<file path="src/rtl/stream_chk_tally.sv">
// Counters: accepted words (wrapping), mismatches (saturating) and the sticky
// error flag. Assumes accept_i and mismatch_i come from the same cycle.
module stream_chk_tally #(
    parameter int unsigned CNT_W = 32,
    parameter int unsigned ERR_W = 16
) (
    input  logic             clk,
    input  logic             rst_n,
    input  logic             accept_i,
    input  logic             mismatch_i,
    output logic [CNT_W-1:0] word_count_o,
    output logic [ERR_W-1:0] err_count_o,
    output logic             err_flag_o
);
    localparam logic [ERR_W-1:0] ERR_MAX = '1;

    // Count every accepted word.
    always_ff @(posedge clk) begin
        if (!rst_n)        word_count_o <= '0;
        else if (accept_i) word_count_o <= word_count_o + CNT_W'(1);
    end

    // Count mismatches up to the all-ones ceiling and latch the flag.
    always_ff @(posedge clk) begin
        if (!rst_n) begin
            err_count_o <= '0;
            err_flag_o  <= 1'b0;
        end else if (mismatch_i) begin
            err_flag_o <= 1'b1;
            if (err_count_o != ERR_MAX) err_count_o <= err_count_o + ERR_W'(1);
        end
    end


    idle_hold_chk: assert property (@(posedge clk) disable iff (!rst_n)
        !accept_i |=> $stable(word_count_o))
        else $error("word count moved without acceptance");


    sticky_flag_chk: assert property (@(posedge clk) disable iff (!rst_n)
        err_flag_o |=> err_flag_o)
        else $error("error flag cleared without reset");


    mismatch_raise_chk: assert property (@(posedge clk) disable iff (!rst_n)
        mismatch_i |=> (err_flag_o && err_count_o != '0))
        else $error("mismatch not recorded");


    quiet_err_chk: assert property (@(posedge clk) disable iff (!rst_n)
        !mismatch_i |=> $stable(err_count_o))
        else $error("error count moved without mismatch");


    saturate_chk: assert property (@(posedge clk) disable iff (!rst_n)
        (err_count_o == ERR_MAX) |=> (err_count_o == ERR_MAX))
        else $error("error count wrapped");
endmodule

</file>
<file path="config.mk">
export PLATFORM = sky130hd
export DESIGN_NAME = stream_chk_tally
export DESIGN_NICKNAME = d
export VERILOG_FILES = /design/src/rtl/stream_chk_tally.sv
export SDC_FILE = /design/constraint.sdc
export NUM_CORES = 1
export LEC_CHECK = 0
export BUFFER_PORTS_ARGS = -buffer_cell sky130_fd_sc_hd__buf_4
export CAP_MARGIN = 20
export CORE_AREA = 2 2 80 82
export DETAILED_ROUTE_END_ITERATION = 7
export DIE_AREA = 0 0 82 84
export MAX_ROUTING_LAYER = met4
export PLACE_DENSITY_LB_ADDON = 0.08
export SLEW_MARGIN = 20
export SYNTH_ARGS = -nofsm -noshare
export SYNTH_HDL_FRONTEND = slang
export SYNTH_SLANG_ARGS = --single-unit
export TNS_END_PERCENT = 30
</file>
<file path="constraint.sdc">
create_clock -name clk -period 4.69 [get_ports clk]
set_input_delay 0.2345 -clock clk [delete_from_list [all_inputs] [get_ports clk]]
set_output_delay 0.2345 -clock clk [all_outputs]
set_load 0.005 [all_outputs]
</file>
==> results of run 1 <==
## registers in the layout, summed over array words and instances (netlist names)
name / cells
err_count_o: 16
err_flag_o: 1
word_count_o: 32
## worst max-delay path, cell delays in order (launching register included)
cell and delay (ps):
dfxtp_1 440, and4_1 250, nand4_1 640, or4_1 740
a21oi_1 150
## cell type report
cell class,count,area share
Clock buffer,8,0.0282
Inverter,8,0.0106
Tap cell,77,0.0340
Multi-Input combinational cell,204,0.441
Timing Repair Buffer,53,0.140
Sequential cell,49,0.346
## synth_stat cells, drive strengths merged
master        n  area, sq um
xnor2         4         35.0
and3          5         32.5
clkbuf        9         33.8
nand4        17          113
dlygate4sd1   1         8.76
nand2b        2         12.5
buf           3         17.5
or2           1         6.26
nand3b        1         7.51
mux2i         3         30.0
o311a         1         10.0
inv           8         30.0
and4          8         71.3
nand2        19         71.3
or4          16          120
o21bai        1         7.51
nand3        15         75.1
and2          1         6.26
nor2         20         75.1
o41ai         1         8.76
nor4          1         6.26
a21oi        26          130
nor4b         1         8.76
or3          11         70.1
xor2         10         87.6
o31ai        16          120
dfxtp        49          981
o21ai        15         75.1
ha            2         25.0
nor3          3         15.0
a211oi        3         22.5
a41oi         1         8.76
## kinds of logic (layout without fill, tap and decap cells)
family,after synthesis,in the layout,share of synthesized area
buf+inv,21,69,0.0388
simple gates,121,121,0.297
flops,49,49,0.422
compound gates,64,64,0.165
mux,3,3,0.0129
fa+ha+maj,2,2,0.0108
xor+xnor,14,14,0.0528
## per-layer routing
layer  GRT usage  vias up  wire length (um)
met5           -        -                 0
met4      0.0500        0                63
met3      0.0400        6               250
met2       0.254       43              2500
met1       0.248     1067              2870
li1            -     1128                 -
## layout by cell type, fill, tap and decap left out, drive strengths merged, types with 2 or more instances in the layout
| cell | Yosys | final |
|---|---|---|
| a211oi | 3 | 3 |
| a21oi | 26 | 26 |
| and3 | 5 | 5 |
| and4 | 8 | 8 |
| buf | 3 | 53 |
| clkbuf | 9 | 8 |
| dfxtp | 49 | 49 |
| ha | 2 | 2 |
| inv | 8 | 8 |
| mux2i | 3 | 3 |
| nand2 | 19 | 19 |
| nand2b | 2 | 2 |
| nand3 | 15 | 15 |
| nand4 | 17 | 17 |
| nor2 | 20 | 20 |
| nor3 | 3 | 3 |
| o21ai | 15 | 15 |
| o31ai | 16 | 16 |
| or3 | 11 | 11 |
| or4 | 16 | 16 |
| xnor2 | 4 | 4 |
| xor2 | 10 | 10 |
## metrics by stage
step	util	std cells	setup slack (ps)
finish	0.465	399	2410
CTS	0.465	399	2380
detailed placement	0.452	391	2390
global placement	0.452	391	2500
global route	0.465	399	2120
floorplan	-	274	2830
## report_power, final
group	internal [mW]	switching (mW)	total [mW]
clock	0.106	0.137	0.244
combinational	0.0122	0.0166	0.0289
sequential	0.420	0.00589	0.426
## worst paths after layout
path | endpoint | cells past startpoint | slack [ps] | from
hold reg to reg | word_count_o[31] | 2 | 480 | word_count_o[31]
hold / removal | err_flag_o | 3 | 200 | mismatch_i
setup reg to reg | word_count_o[30] | 4 | 2410 | word_count_o[7]
setup / recovery | word_count_o[30] | 4 | 2410 | word_count_o[7]
==> run metrics, run 1 <==
status=finished clean; # clock sinks=49; Max IR drop VDD=142 uV; CTS Hold Bufs=0; Max clock buf depth=2; Crit Path Max Fanout=24; NumNets Final=between 300 and 400; cell count after synthesis=274; die area=6890 sq um; Multi-input gate area=1250 sq um; gpl congestion=a little over 0.7; CTS tree=yes; first-pass GRT wire length=9.40 mm; Die Width=82 um; Initial Utilization=0.381; total power=0.698 mW; Relative slew margins=0.453; GRT Total Usage=0.177; first drt pass iteration count=4; H-Tree Depth=2; P_leak=1.00 nW; Port Buf Inserts=52; Worst Clk Skew=7.80 ps; Routed WL=5.68 mm; final hold violations=0; CTS Buf Count=5; Clock Pin Slew Worst Setup and Hold Paths=90 ps; Critical Path RT=4920 ps; DRC viols=0; DRT iter0 DRCs=95; worst skew pair latency=~300 ps; slew at the pin with the worst max-slew slack=819 ps; Mapped Area=2320 sq um; grt ovf=0; Post-Syn Nets=280; Setup Viol. Count Final=0; share of post-route cells with drive strength above 1=0.199; initial antenna violation count=0; post-DP HPWL=3.89 mm; min Tclk post-route=2280 ps; Max-cap violations=0; DIE HEIGHT=84 um; vias per cell=5.62; root buf cell=clkbuf_8; number of global-route vias before repair=1951; CORE AREA=6100 sq um; DR vias=2244; yosys warns=0; Final Instance Area=2840 sq um; mean area per synthesized cell=8.48 sq um; # rows=29; DP Area=around 2800 sq um; nature of the critical path endpoint=flip-flop; Setup CP Type=flip-flop to flip-flop; register bit total from synthesis=between 40 and 50; largest net degree at the start of global routing=46; worst path arrival time=2520 ps; Yosys cell types=38; area delta synth->final=22.1%; Power Density=246 nW/um^2; routed len/inst=14.2 um; Fmax=around 440 MHz; Setup Fix Bufs, Post-CTS=0; Seq/Total Area, Yosys=0.422; ANT nets after route=0; RSZ-0062 raised after global routing=false; worst min-delay path category=input pin to flip-flop; Reg area=981 sq um; minimum hold slack=204 ps; n_diodes=0; total negative setup slack=0 ps; Slew Viols, Final=0; io pins=53; fillers=between 600 and 700; CTS resizes=0; crit start category=flip-flop; fin crit share=0.487
No activity file was read; power rests on OpenSTA's default activity.
==> inputs of run 2 (changes only) <==
==> constraint.sdc (replaced) <==
create_clock -name clk -period 2.2 [get_ports clk]
set_input_delay 0.11 -clock clk [delete_from_list [all_inputs] [get_ports clk]]
set_output_delay 0.11 -clock clk [all_outputs]
set_load 0.005 [all_outputs]
==> run 2 against run 1 <==
Combinational power grew 110%. Via count is 1.5% lower. Die area did not move. Worst hold slack lost 110 ps. Non-clock buffer count up 4. Largest cell class unchanged. Sequential power grew 110%. Highest routed layer unchanged. Setup slack worse by 2200 ps. Power up 120%. Final cell count grew 0.75%. Register-to-register slack worse by 2200 ps. Design area increased by 1.3%.
==> run metrics, run 2 (synthesized netlist as in run 1, its figures left out) <==
status=finished clean; area delta synth->final=23.7%; ANT nets after route=0 (unchanged); Max clock buf depth=2 (unchanged); initial antenna violation count=0 (unchanged); vias per cell=5.50 (-2.3%); CTS tree=yes; final hold violations=0 (unchanged); most frequent cells in the layout=buf_4 (57), dfxtp_1 (49), a21oi_1 (26); gpl congestion=0.754 (+5.8%); Slew Viols, Final=0 (unchanged); Worst Clk Skew=6.90 ps (-0.896 ps); dpl cells=395 (+1.0%); CTS Buf Count=5 (unchanged); Relative slew margins=0.468 (+0.0153); grt ovf=0 (unchanged); Layout Cells excl Fill=402 (+0.75%); Core Util, Final=0.471 (+0.00595); cell mode on critical path=or4_1; Max IR drop VDD=243 uV (+71%); largest reg by FF count=word_count_o; P_leak=1.03 nW (+2.3%); DIE HEIGHT=84 um (unchanged); CTS Hold Bufs=0 (unchanged); first drt pass iteration count=4 (unchanged); slew at the pin with the worst max-slew slack=796 ps (-23.0 ps); # clock sinks=49 (unchanged); commonest non-fill, non-tap cell in the layout=buf_4; fin crit share=0.914 (+0.427); Power Density=525 nW/um^2 (+110%); crit start category=flip-flop; slowest CP cell=or4_1; CP peak stage delay=650 ps (-90 ps); GRT Total Usage=0.171 (-0.00600); worst path arrival time=2230 ps (-290 ps); Final Instance Area=2870 sq um (+1.3%); Port Buf Inserts=52 (unchanged); Setup Fix Bufs, Post-CTS=0 (unchanged); # rows=29 (unchanged); Setup Viol. Count Final=0 (unchanged); share of post-route cells with drive strength above 1=0.212 (+0.0135); min Tclk post-route=2010 ps (-273 ps); routed len/inst=13.7 um (-4.0%); Fmax=497 MHz (+14%); H-Tree Depth=2 (unchanged); Largest regs=word_count_o: 32 flops, err_count_o: 16 flops, err_flag_o: 1 flops; worst skew pair latency=290 ps (about the same); first-pass GRT wire length=9.25 mm (-1.6%); Clock Pin Slew Worst Setup and Hold Paths=90 ps (about the same); Critical Path RT=2420 ps (-2500 ps); Routed WL=5.50 mm (-3.3%); die area=6890 sq um (unchanged); post-DP HPWL=3.90 mm (+0.33%); Die Width=82 um (unchanged); CORE AREA=6100 sq um (unchanged); Max-cap violations=0 (unchanged); RSZ-0062 raised after global routing=false; DP Area=2790 sq um (+1.1%); total power=1.51 mW (+120%); NumNets Final=331 (+1.2%); DRT iter0 DRCs=80 (-16%); largest net degree at the start of global routing=46 (unchanged); max reg flops=32 (unchanged); Initial Utilization=0.381 (unchanged); Setup CP Type=flip-flop to flip-flop; n_diodes=0 (unchanged); CTS resizes=0 (unchanged); DRC viols=0 (unchanged); root buf cell=clkbuf_8; CP Cell Sequence=nand4_2, or4_1, or4_1, a21oi_1; Crit Path Max Fanout=10 (-58%); nature of the critical path endpoint=flip-flop; worst min-delay path category=input pin to flip-flop; total negative setup slack=0 ps (unchanged); DR vias=2210 (-1.5%); io pins=53 (unchanged); number of global-route vias before repair=1914 (-1.9%)
## run 2: final cells by class
type | count | area, sq um
Fill cell | 641 | 3220
Multi-Input combinational cell | 204 | 1250
Sequential cell | 49 | 981
Timing Repair Buffer | 57 | 428
Tap cell | 77 | 96.3
Clock buffer | 7 | 86.3
Inverter | 8 | 30.0
## run 2: worst paths after layout
check | slack (ps) | cells past startpoint | to | from
max | 190 | 4 | word_count_o[31] | word_count_o[2]
min | 100 | 3 | err_flag_o | mismatch_i
max reg2reg | 190 | 4 | word_count_o[31] | word_count_o[2]
min reg2reg | 490 | 2 | err_flag_o | err_flag_o
## run 2: metrics by stage
step / worst slack (ps) / hold slack, ps
finish: 189 / 97.8
global route: 41.1 / 110
CTS: 164 / 84.4
detailed placement: 196 / 396
global placement: 249 / 386
floorplan: 344 / 226
## run 2: per-layer routing
layer / vias to the layer above / global-route usage / wire (um)
li1: 1132 / - / -
met5: - / - / 0
met2: 37 / 0.237 / 2350
met4: 0 / 0.0409 / 29
met1: 1039 / 0.248 / 2890
met3: 2 / 0.0422 / 232
## run 2: power breakdown
part | internal (mW) | switching (mW) | leakage (nW)
logic | 0.0263 | 0.0356 | 0.586
registers | 0.895 | 0.0122 | 0.396
clock network | 0.250 | 0.289 | 0.0443
total | 1.17 | 0.337 | 1.03
## run 2: critical path, delay by kind of cell, from the launching register on
| kind | cells | cell delay (ps) |
|---|---|---|
| AND/OR/NAND/NOR | 3 | 1350 |
| AO/OA/AOI/OAI | 1 | 140 |
| flip-flops | 1 | 440 |
